## src/rtl/fpm_pkg.sv

```systemverilog
package fpm_pkg;

    // Sequencer states: the row strobe is low in ST_ACT, ST_COL and ST_CPRE
    typedef enum logic [2:0] {
        ST_IDLE,
        ST_ACT,
        ST_COL,
        ST_CPRE,
        ST_PRE,
        ST_REF
    } fpm_state_e;

    // Converts a time limit in ns to whole clock cycles, rounding up
    function automatic int ns_to_cyc(input int t_ns, input int clk_ns);
        return (t_ns + clk_ns - 1) / clk_ns;
    endfunction

    function automatic int imax(input int a, input int b);
        return (a > b) ? a : b;
    endfunction

endpackage

```

## src/rtl/fpm_wait_timer.sv

```systemverilog
// Shared down-counter for every state dwell of the sequencer.
// Assumes: load is pulsed on the edge a state is entered and
// load_val >= 1; done is high once load_val cycles have elapsed.
module fpm_wait_timer #(
    parameter int W = 3
) (
    input  logic         clk,
    input  logic         rst_n,
    input  logic         load,
    input  logic [W-1:0] load_val,
    output logic         done
);
    logic [W-1:0] cnt_q;

    // Reload on state entry, otherwise count down to zero and hold
    always_ff @(posedge clk) begin
        if (!rst_n)             cnt_q <= '0;
        else if (load)          cnt_q <= load_val - 1'b1;
        else if (cnt_q != '0)   cnt_q <= cnt_q - 1'b1;
    end

    assign done = (cnt_q == '0);

    // A zero dwell would wrap the counter and break every state limit
    a_r2_load_nonzero: assert property (@(posedge clk) disable iff (!rst_n)
        load |-> (load_val != '0));

endmodule

```

## src/rtl/fpm_ras_window.sv

```systemverilog
// Measures how long the row strobe has been low.
// Assumes: ras_low is the registered row-strobe state. min_met says
// RAS may rise at the next edge; near_max says no further column
// cycle fits before the upper limit (GUARD covers the longest one).
module fpm_ras_window #(
    parameter int MIN_CYC = 6,
    parameter int MAX_CYC = 1000,
    parameter int GUARD   = 7,
    parameter int CW      = 10
) (
    input  logic          clk,
    input  logic          rst_n,
    input  logic          ras_low,
    output logic          min_met,
    output logic          near_max,
    output logic [CW-1:0] lo_cnt
);
    // Cycles spent low before the current one, saturating
    always_ff @(posedge clk) begin
        if (!rst_n || !ras_low)           lo_cnt <= '0;
        else if (lo_cnt != CW'(MAX_CYC))  lo_cnt <= lo_cnt + 1'b1;
    end

    assign min_met  = (lo_cnt >= CW'(MIN_CYC - 1));
    assign near_max = (lo_cnt >= CW'(MAX_CYC - GUARD));

    a_r4_ras_max: assert property (@(posedge clk) disable iff (!rst_n)
        ras_low |-> (lo_cnt < CW'(MAX_CYC)));

    a_r4_ras_min: assert property (@(posedge clk) disable iff (!rst_n)
        (!ras_low && $past(ras_low)) |-> ($past(lo_cnt) >= CW'(MIN_CYC - 1)));

endmodule

```

## src/rtl/fpm_row_track.sv

```systemverilog
// Holds the open row and compares it with the incoming request.
// Assumes: open_en is high only when a new row is being activated.
module fpm_row_track #(
    parameter int ROW_W = 10
) (
    input  logic             clk,
    input  logic             rst_n,
    input  logic             open_en,
    input  logic [ROW_W-1:0] row_in,
    output logic [ROW_W-1:0] open_row,
    output logic             hit
);
    // Capture the row that is about to be strobed
    always_ff @(posedge clk) begin
        if (!rst_n)       open_row <= '0;
        else if (open_en) open_row <= row_in;
    end

    assign hit = (row_in == open_row);

endmodule

```

## src/rtl/fpm_dram_seq.sv

```systemverilog
// Fast page mode DRAM sequencer: turns a request stream into RAS/CAS
// cycles, keeps the row open while hits continue, and hands the bus to an
// external refresh unit between accesses.
// Assumes: ADDR_W == 2*BUS_W; the array has been idle with RAS high for
// at least the precharge time when reset is released; strobes are taken
// straight from registered state, so they change only at clock edges.
module fpm_dram_seq
    import fpm_pkg::*;
#(
    parameter int ADDR_W       = 20,
    parameter int BUS_W        = 10,
    parameter int DATA_W       = 16,
    parameter int CLK_NS       = 10,
    parameter int T_RCD_NS     = 20,
    parameter int T_RP_NS      = 40,
    parameter int T_RC_NS      = 110,
    parameter int T_RASMIN_NS  = 60,
    parameter int T_RASMAX_NS  = 10000,
    parameter int T_RAC_NS     = 65,
    parameter int T_CAC_NS     = 20,
    parameter int T_AA_NS      = 35,
    parameter int T_CAS_NS     = 10,
    parameter int T_CP_NS      = 10,
    parameter int T_CAH_NS     = 15,
    parameter int T_DH_NS      = 20
) (
    input  logic              clk,
    input  logic              rst_n,
    input  logic              req_valid,
    output logic              req_ready,
    input  logic              req_write,
    input  logic [ADDR_W-1:0] req_addr,
    input  logic [DATA_W-1:0] req_wdata,
    output logic              rd_valid,
    output logic [DATA_W-1:0] rd_data,
    input  logic              ref_req,
    output logic              ref_gnt,
    input  logic              ref_done,
    output logic [BUS_W-1:0]  dram_addr,
    output logic              dram_ras_n,
    output logic              dram_cas_n,
    output logic              dram_we_n,
    output logic              dram_oe_n,
    output logic              dram_dq_oe,
    output logic [DATA_W-1:0] dram_dq_out,
    input  logic [DATA_W-1:0] dram_dq_in
);
    localparam int ROW_W      = ADDR_W - BUS_W;
    localparam int RCD_CYC    = ns_to_cyc(T_RCD_NS, CLK_NS);
    localparam int RASMIN_CYC = ns_to_cyc(T_RASMIN_NS, CLK_NS);
    localparam int RASMAX_CYC = ns_to_cyc(T_RASMAX_NS, CLK_NS);
    localparam int PRE_CYC    = imax(ns_to_cyc(T_RP_NS, CLK_NS),
                                     ns_to_cyc(T_RC_NS, CLK_NS) - RASMIN_CYC);
    localparam int ACC_CYC    = imax(ns_to_cyc(T_CAC_NS, CLK_NS), ns_to_cyc(T_AA_NS, CLK_NS));
    localparam int ACC1_CYC   = imax(ACC_CYC, ns_to_cyc(T_RAC_NS, CLK_NS) - RCD_CYC);
    localparam int WR_CYC     = imax(ns_to_cyc(T_CAS_NS, CLK_NS),
                                     imax(ns_to_cyc(T_CAH_NS, CLK_NS), ns_to_cyc(T_DH_NS, CLK_NS)));
    localparam int CP_CYC     = ns_to_cyc(T_CP_NS, CLK_NS);
    localparam int GUARD_CYC  = imax(ACC_CYC, WR_CYC) + CP_CYC + 2;
    localparam int TMAX       = imax(imax(RCD_CYC, PRE_CYC), imax(imax(ACC1_CYC, WR_CYC), CP_CYC));
    localparam int TW         = $clog2(TMAX + 1);
    localparam int CW         = $clog2(RASMAX_CYC + 1);
    localparam int HW         = $clog2(PRE_CYC + 1);

    fpm_state_e        state_q, state_d;
    logic [BUS_W-1:0]  col_q;
    logic              we_q;
    logic [DATA_W-1:0] wdata_q;
    logic              accept, col_we, ras_low;
    logic              tmr_load, tmr_done;
    logic [TW-1:0]     tmr_val;
    logic              min_met, near_max, row_hit;
    logic [CW-1:0]     lo_cnt;
    logic [ROW_W-1:0]  open_row;

    // Take a request when idle and precharged, or on a hit at the end of CAS precharge
    assign req_ready = (state_q == ST_IDLE && !ref_req) ||
                       (state_q == ST_CPRE && tmr_done && row_hit && !near_max);
    assign accept    = req_valid && req_ready;
    assign ras_low   = (state_q == ST_ACT) || (state_q == ST_COL) || (state_q == ST_CPRE);
    assign col_we    = (state_q == ST_CPRE) ? req_write : we_q;

    // Next-state choice: each dwell ends on tmr_done
    always_comb begin
        state_d = state_q;
        unique case (state_q)
            ST_IDLE: if (ref_req)        state_d = ST_REF;
                     else if (req_valid) state_d = ST_ACT;
            ST_ACT:  if (tmr_done)       state_d = ST_COL;
            ST_COL:  if (tmr_done)       state_d = ST_CPRE;
            ST_CPRE: if (tmr_done) begin
                         if (accept)       state_d = ST_COL;
                         else if (min_met) state_d = ST_PRE;
                     end
            ST_PRE:  if (tmr_done)       state_d = ST_IDLE;
            ST_REF:  if (ref_done)       state_d = ST_PRE;
            default:                     state_d = ST_IDLE;
        endcase
    end

    // Dwell length of the state being entered
    always_comb begin
        tmr_load = (state_d != state_q);
        unique case (state_d)
            ST_ACT:  tmr_val = TW'(RCD_CYC);
            ST_COL:  tmr_val = col_we ? TW'(WR_CYC)
                             : ((state_q == ST_ACT) ? TW'(ACC1_CYC) : TW'(ACC_CYC));
            ST_CPRE: tmr_val = TW'(CP_CYC);
            ST_PRE:  tmr_val = TW'(PRE_CYC);
            default: tmr_val = TW'(1);
        endcase
    end

    // State register
    always_ff @(posedge clk) begin
        if (!rst_n) state_q <= ST_IDLE;
        else        state_q <= state_d;
    end

    // Capture column, direction and write data of each accepted request
    always_ff @(posedge clk) begin
        if (!rst_n) begin
            col_q   <= '0;
            we_q    <= 1'b0;
            wdata_q <= '0;
        end else if (accept) begin
            col_q   <= req_addr[BUS_W-1:0];
            we_q    <= req_write;
            wdata_q <= req_wdata;
        end
    end

    // Sample read data on the edge that ends a read column cycle
    always_ff @(posedge clk) begin
        if (!rst_n) begin
            rd_valid <= 1'b0;
            rd_data  <= '0;
        end else begin
            rd_valid <= (state_q == ST_COL) && tmr_done && !we_q;
            if ((state_q == ST_COL) && tmr_done && !we_q) rd_data <= dram_dq_in;
        end
    end

    fpm_wait_timer #(.W(TW)) u_timer (
        .clk(clk), .rst_n(rst_n), .load(tmr_load), .load_val(tmr_val), .done(tmr_done)
    );

    fpm_ras_window #(.MIN_CYC(RASMIN_CYC), .MAX_CYC(RASMAX_CYC), .GUARD(GUARD_CYC), .CW(CW)) u_ras_win (
        .clk(clk), .rst_n(rst_n), .ras_low(ras_low),
        .min_met(min_met), .near_max(near_max), .lo_cnt(lo_cnt)
    );

    fpm_row_track #(.ROW_W(ROW_W)) u_row (
        .clk(clk), .rst_n(rst_n), .open_en(accept && state_q == ST_IDLE),
        .row_in(req_addr[ADDR_W-1:BUS_W]), .open_row(open_row), .hit(row_hit)
    );

    // DRAM pins follow the registered state
    assign dram_ras_n  = !ras_low;
    assign dram_cas_n  = (state_q != ST_COL);
    assign dram_addr   = (state_q == ST_ACT) ? open_row : col_q;
    assign dram_we_n   = !(we_q && ras_low);
    assign dram_oe_n   = !((state_q == ST_COL) && !we_q);
    assign dram_dq_oe  = (state_q == ST_COL) && we_q;
    assign dram_dq_out = wdata_q;
    assign ref_gnt     = (state_q == ST_REF);

    // Checker: cycles RAS has been high, starting precharged after reset
    logic [HW-1:0] hi_age;
    always_ff @(posedge clk) begin
        if (!rst_n)                        hi_age <= HW'(PRE_CYC);
        else if (!dram_ras_n)              hi_age <= '0;
        else if (hi_age != HW'(PRE_CYC))   hi_age <= hi_age + 1'b1;
    end

    a_r3_precharge: assert property (@(posedge clk) disable iff (!rst_n)
        $fell(dram_ras_n) |-> (hi_age >= HW'(PRE_CYC)));

    a_r3_cas_before_ras: assert property (@(posedge clk) disable iff (!rst_n)
        $fell(dram_ras_n) |-> $past(dram_cas_n));

    a_r2_ras_to_cas: assert property (@(posedge clk) disable iff (!rst_n)
        $fell(dram_cas_n) |-> (lo_cnt >= CW'(RCD_CYC)));

    a_r6_drive_only_on_write: assert property (@(posedge clk) disable iff (!rst_n)
        dram_dq_oe |-> (!dram_we_n && dram_oe_n && !dram_cas_n));

    a_r5_single_pulse: assert property (@(posedge clk) disable iff (!rst_n)
        rd_valid |=> !rd_valid);

    a_r11_grant_idle_bus: assert property (@(posedge clk) disable iff (!rst_n)
        ref_gnt |-> (dram_ras_n && dram_cas_n));

endmodule

```

## config.mk

```make
export PLATFORM = sky130hd
export DESIGN_NAME = fpm_dram_seq
export DESIGN_NICKNAME = d
export VERILOG_FILES = /design/src/rtl/fpm_pkg.sv /design/src/rtl/fpm_wait_timer.sv /design/src/rtl/fpm_ras_window.sv /design/src/rtl/fpm_row_track.sv /design/src/rtl/fpm_dram_seq.sv
export SDC_FILE = /design/constraint.sdc
export NUM_CORES = 1
export LEC_CHECK = 0
export ABC_CLOCK_PERIOD_IN_PS = 5300
export BUFFER_PORTS_ARGS = -buffer_cell sky130_fd_sc_hd__buf_4
export CORE_AREA = 2 2 82 84
export CTS_CLUSTER_SIZE = 40
export DETAILED_ROUTE_END_ITERATION = 16
export DIE_AREA = 0 0 84 86
export PLACE_DENSITY = 0.93
export SYNTH_ARGS = -nofsm -noshare
export SYNTH_HDL_FRONTEND = slang
export SYNTH_SLANG_ARGS = --single-unit
```

## constraint.sdc

```tcl
create_clock -name clk -period 5.3 [get_ports clk]
set_clock_uncertainty 0.15 [all_clocks]
set_input_delay 0.265 -clock clk [delete_from_list [all_inputs] [get_ports clk]]
set_output_delay 0.265 -clock clk [all_outputs]
set_load 0.03 [all_outputs]
```

# [Word-level counts from Yosys, hierarchy flattened]
# Index checks and enable logic that the tools add are counted.
[totals] register_bits=70 in_bits=58 wordCells=69
[op_classes] n_addsub=3 order_cmp=2 n_eq_ne=12 n_mux=17 n_reduce_logical=26
[ops] op="2-to-1 mux 3 bit" n=12
[ops] op="case mux 3 bit (6 select lines)" n=1
[ops] op="logical AND 1 bit" n=11
[ops] op="adder 10 x 1 -> 10 bit, second input constant" n=1
[ops] op="== test 10 bit" n=1
[ops] op="greater-or-equal comparator 10 bit, second input constant" n=1
[ops] op="greater-or-equal comparator 10 x 3 -> 1 bit, second input constant" n=1
[ops] op="2-to-1 mux 10 bit" n=1
[ops] op="!= test 10 bit, second input constant" n=1
[ops] op="== test 3 x 2 -> 1 bit, second input constant" n=3
[ops] op="== test 3 bit, second input constant" n=3
[ops] op="case mux 3 bit (3 select lines)" n=1
[ops] op="logical NOT 1 bit" n=7
[ops] op="== test 3 x 1 -> 1 bit, second input constant" n=2
[ops] op="logical NOT 3 bit" n=2
[ops] op="subtractor 3 x 1 -> 3 bit, second input constant" n=2
[ops] op="logical OR 1 bit" n=4
[ops] op="!= test 3 x 2 -> 1 bit, second input constant" n=1
[ops] op="!= test 3 bit" n=1
[ops] op="nonzero test 3 bit" n=1
[ops] op="2-to-1 mux 1 bit" n=2
[ops] op="nonzero test 2 bit" n=1

# [Depth between registers and ports, before layout]
[logic_depth] depth_word=13 depth_mapped=13 ltp_nobuf=13

# [Modules after synthesis]
# A second synthesis with hierarchy kept.
[hier_totals] cells_unflattened=377 hier_area_um2=3399.5
[by_module_without_submodules] mod="fpm_dram_seq" instances=1 cells_per_inst=250 area_per_inst_um2=2193.4
[by_module_without_submodules] mod="fpm_ras_window" instances=1 cells_per_inst=68 area_per_inst_um2=555.5
[by_module_without_submodules] mod="fpm_row_track" instances=1 cells_per_inst=44 area_per_inst_um2=483.0
[by_module_without_submodules] mod="fpm_wait_timer" instances=1 cells_per_inst=15 area_per_inst_um2=167.7

# [Worst setup path after synthesis]
# Ideal clock, no wire load.
[synth_path] kind="register to register" startpoint="register u_ras_win.lo_cnt[0]" endpoint="register u_timer.cnt_q[2]" t_arrival_ns=2.629 setup_slack_ns=2.434 path_stages_with_launch=14 path_buffers=0 synth_period_minus_slack_ns=2.866 path_cell_list="dfxtp_1 -> inv_1 -> ha_1 -> nor3b_1 -> nand2_1 -> a2111oi_2 -> o211ai_1 -> nor2_1 -> a211oi_1 -> o21bai_1 -> ha_1 -> inv_1 -> a21oi_1 -> a221oi_2"
[synth_between] elab_chain_len=12
[synth_lines] element="start, declared" line="fpm_ras_window.sv:16" text="output logic [CW-1:0] lo_cnt"
[synth_lines] element="start signal, assigned" line="fpm_ras_window.sv:21" text="else if (lo_cnt != CW'(MAX_CYC)) lo_cnt <= lo_cnt + 1'b1;"
[synth_lines] element="greater-or-equal comparator 10 bit" line="fpm_ras_window.sv:25" text="assign near_max = (lo_cnt >= CW'(MAX_CYC - GUARD));"
[synth_lines] element="logical NOT 1 bit" line="fpm_dram_seq.sv:78" text="(state_q == ST_CPRE && tmr_done && row_hit && !near_max);"
[synth_lines] element="logical AND 1 bit" line="fpm_dram_seq.sv:78"
[synth_lines] element="logical OR 1 bit" line="fpm_dram_seq.sv:77" text="assign req_ready = (state_q == ST_IDLE && !ref_req) ||"
[synth_lines] element="logical AND 1 bit" line="fpm_dram_seq.sv:79" text="assign accept = req_valid && req_ready;"
[synth_lines] element="2-to-1 mux 3 bit (*)" line="fpm_dram_seq.sv:92" text="if (accept) state_d = ST_COL;"
[synth_lines] element="2-to-1 mux 3 bit (*)" line="fpm_dram_seq.sv:91" text="ST_CPRE: if (tmr_done) begin"
[synth_lines] element="case mux 3 bit (6 select lines) (*)" line="fpm_dram_seq.sv:86" text="unique case (state_q)"
[synth_lines] element="== test 3 bit, or another cell as far along" line="fpm_dram_seq.sv:104" text="unique case (state_d)"
[synth_lines] element="case mux 3 bit (3 select lines)" line="fpm_dram_seq.sv:104"
[synth_lines] element="subtractor 3 x 1 -> 3 bit" line="fpm_wait_timer.sv:18" text="else if (load) cnt_q <= load_val - 1'b1;"
[synth_lines] element="2-to-1 mux 3 bit" line="fpm_wait_timer.sv:18"
[synth_lines] element="end signal, assigned" line="fpm_wait_timer.sv:18"
[synth_lines] element="end signal, assigned" line="fpm_wait_timer.sv:19" text="else if (cnt_q != '0) cnt_q <= cnt_q - 1'b1;"
[synth_lines] element="end, declared" line="fpm_wait_timer.sv:13" text="logic [W-1:0] cnt_q;"
# Mark *: on every way between the ends. The rest lies on a longest branch, timed or not.
# A chain may end at the register's enable or synchronous reset.

# [Worst setup path in the final report]
[layout_path] startpoint="register u_ras_win.lo_cnt[1]" endpoint="register u_timer.cnt_q[2]"
# The elaborated chain is that of the path after synthesis.

==> impl_metrics.tcl <==
set metrics [dict create \
    hold_viol 0 \
    end_kind "register" \
    die-area_sq_mm 0.007224 \
    fin_area_sq_mm 0.004634 \
    drtIter0Drc 263 \
    synth_fp_nets 429 \
    synth_area_per_cell_sq_um 8.997 \
    avgViaCountPerCell 5.687 \
    crit_fanout 6 \
    dr_total_vias 3293 \
    min_to "rd_data[0]" \
    fin_crit_ns 3.558 \
    nNetsFinal 559 \
    place_ws_ns 1.969 \
    area_growth_pct 40.36 \
    rsz0062_at_grt "no" \
    min-delay-start "dram_dq_in[0]" \
    startpoint_type "register" \
    hold_class "input port to register" \
    synth_cells 367 \
    ios 108 \
    coreArea_sq_mm 0.006277 \
    setup_ws_ns 1.742 \
    yosysWarnings 0 \
    hold-path-cell-count 3 \
    grt_use_total 0.3027 \
    h-tree-depth 3 \
    reg2reg_from "u_ras_win.lo_cnt[1]" \
    synthesis.area_sq_mm 0.003302 \
    start_util 0.5260 \
    drt_wl_total_um 10770 \
    drc_errors 0 \
    ys.flop_type "dfxtp_1" \
    worst_pin_slew_ns 1.060 \
    antenna_found_initial 0 \
    worstSkewPairLatency_ns 0.36 \
    worstPathRequired_ns 5.42 \
    p_per_area_mw_per_mm2 400.5 \
    synth_edf_count 0 \
    grt_max_degree 34 \
    rows 29 \
    power_leakage_uw 0.002187 \
    cts.sinks 70 \
    fin_tns_setup_ns 0 \
    drv_cap 0 \
    cts_tree "built" \
    synth-async-reset-ratio 0 \
    die_y_um 86 \
    ant_nets 0 \
    die_w_um 84 \
    cts_buffers 9 \
    arrival_ns 3.68 \
    dpl.cell_count 534 \
    antennaDiodeCount 0 \
    r2r_slack_ns 1.74 \
    gp_congestion 0.8635 \
    critical_path_class "register to register" \
    overflow 0 \
    first_global_vias 3454 \
    status "finished, final reports clean" \
    dp_hpwl_um 5973 \
    routedWlPerCell_um 18.61 \
    slew_headroom 0.2906 \
    clkSlewWorstSetupHoldPaths_ns 0.09 \
    root_buffer "clkbuf_8" \
    layoutNonFillerInstCount 579 \
    period_share 0.6713 \
    ys_ff_latch 70 \
    clockBufferDepth 2 \
    r2r-end "u_timer.cnt_q[2]" \
    placed_area_sq_mm 0.004103 \
    synth_seq_area_share 0.4244 \
    post_route_cells_drive_above_1_share 0.3088 \
    maxSlewViolCount 0 \
    r2r.worst_path.cells 13 \
    max_freq_mhz 281.1 \
    vdd_drop_max_v 0.0002418 \
    dr.pass1.iters 5 \
    setup_viol 0 \
    io_buffers 107 \
    synthDistinctLibCells 52 \
    grt_pass1_wl_um 16970 \
]
[critical path, stage by stage (launching register included)]
cell,delay (ns)
dfxtp_1,0.36
inv_1,0.12
ha_1,0.17
nor3b_1,0.34
nand2_1,0.14
a2111oi_2,0.74
o211ai_1,0.23
nor2_1,0.30
a211oi_1,0.11
o21bai_1,0.19
ha_1,0.20
inv_1,0.08
a21oi_1,0.06
a221oi_2,0.28
[through the flow]
stage	utilization	total power [uW]	hold WS [ns]
global route	0.7383	1936	0.004189
finish	0.7383	1856	0.009395
detailed placement	0.6536	1284	0.2966
CTS	0.7383	1814	0.001639
floorplan	-	1110	0.2312
global placement	0.6536	1264	0.2919
[final cells by class]
class	instances	area, sq um
sequential	70	1401
fill	383	1643
inverter	8	30.03
timing repair buffer	138	1109
clock buffer	12	165.2
clock inverter	4	76.32
tap	77	96.34
multi-input combinational	270	1757
[routing by layer]
| layer | share of wire | up-vias | track usage |
|---|---|---|---|
| met5 | 0 | - | 0 |
| met4 | 0.049 | 0 | 0.1716 |
| met1 | 0.37 | 1555 | 0.3138 |
| li1 | - | 1512 | - |
| met3 | 0.065 | 49 | 0.07700 |
| met2 | 0.52 | 177 | 0.5564 |
[cells in the final DEF, fill, tap and decap left out, types with 2 or more instances in the layout]
cell,Yosys,final
mux2i_1,38,38
nand3b_1,2,2
nand4_1,4,4
dlygate4sd3_1,0,29
a21oi_1,22,22
buf_4,0,109
o211ai_1,4,4
o22ai_1,2,2
and3_1,4,4
nand2b_1,2,2
o21ai_0,3,3
and2_1,2,2
and3_2,3,3
a211oi_1,2,2
nor3b_1,4,4
ha_1,4,4
a21o_2,2,2
dfxtp_1,70,70
nor2_1,67,67
nand3_1,5,5
bufinv_16,0,2
o21bai_1,2,2
xor2_1,3,3
clkbuf_8,4,12
mux2_2,10,10
xnor2_1,16,16
nand2_1,42,42
or3_1,2,2
a211o_1,2,2
inv_1,8,8
[synth_stat cells (4+ instances only)]
cell	instances	area [sq um]
clkbuf_1	13	48.80
nand2_1	42	157.7
mux2_2	10	112.6
nand4_1	4	25.02
a21oi_1	22	110.1
inv_1	8	30.03
nor2_1	67	251.5
ha_1	4	50.05
clkbuf_8	4	55.05
dfxtp_1	70	1401
nand3_1	5	25.02
xnor2_1	16	140.1
and3_1	4	25.02
mux2i_1	38	380.4
nor3b_1	4	30.03
o211ai_1	4	30.03
[registers in the layout, summed over array words and instances (netlist names)]
name	flops
col_q	10
dram_dq_out	16
rd_data	16
rd_valid	1
state_q	3
u_ras_win.lo_cnt	10
u_row.open_row	10
u_timer.cnt_q	3
we_q	1
[worst max-delay path by stage]
stage	from	to	slack (ns)
finish	u_ras_win.lo_cnt[1]	u_timer.cnt_q[2]	1.74
detailed placement	u_ras_win.lo_cnt[0]	u_timer.cnt_q[2]	1.97
global placement	u_ras_win.lo_cnt[0]	u_timer.cnt_q[2]	2.22
CTS	u_ras_win.lo_cnt[1]	u_timer.cnt_q[2]	1.96
global route	u_ras_win.lo_cnt[1]	u_timer.cnt_q[2]	1.53
floorplan	u_ras_win.lo_cnt[0]	u_timer.cnt_q[2]	2.43
[what timing repair did]
action,in CTS,in global routing
buffers inserted,0,0
hold buffers,29,0
hold endpoints to repair,29,0
gates resized for setup,0,0
[cell families (layout without fill, tap and decap cells)]
logic type | Yosys count | count (layout) | synth area share
and+or+nand+nor | 149 | 149 | 0.2077
DFF | 70 | 70 | 0.4244
AOI/OAI and AO/OA | 49 | 49 | 0.1050
muxes | 49 | 49 | 0.1538
buffers and inverters | 27 | 162 | 0.04358
xor gates and xnor gates | 19 | 19 | 0.05040
adders and majority gates | 4 | 4 | 0.01516
[where the power goes]
| part | internal (uW) | switching, uW |
|---|---|---|
| registers | 579 | 69.1 |
| clock network | 306 | 222 |
| logic | 297 | 383 |
Note: power is estimated with default switching activity, not from simulation.
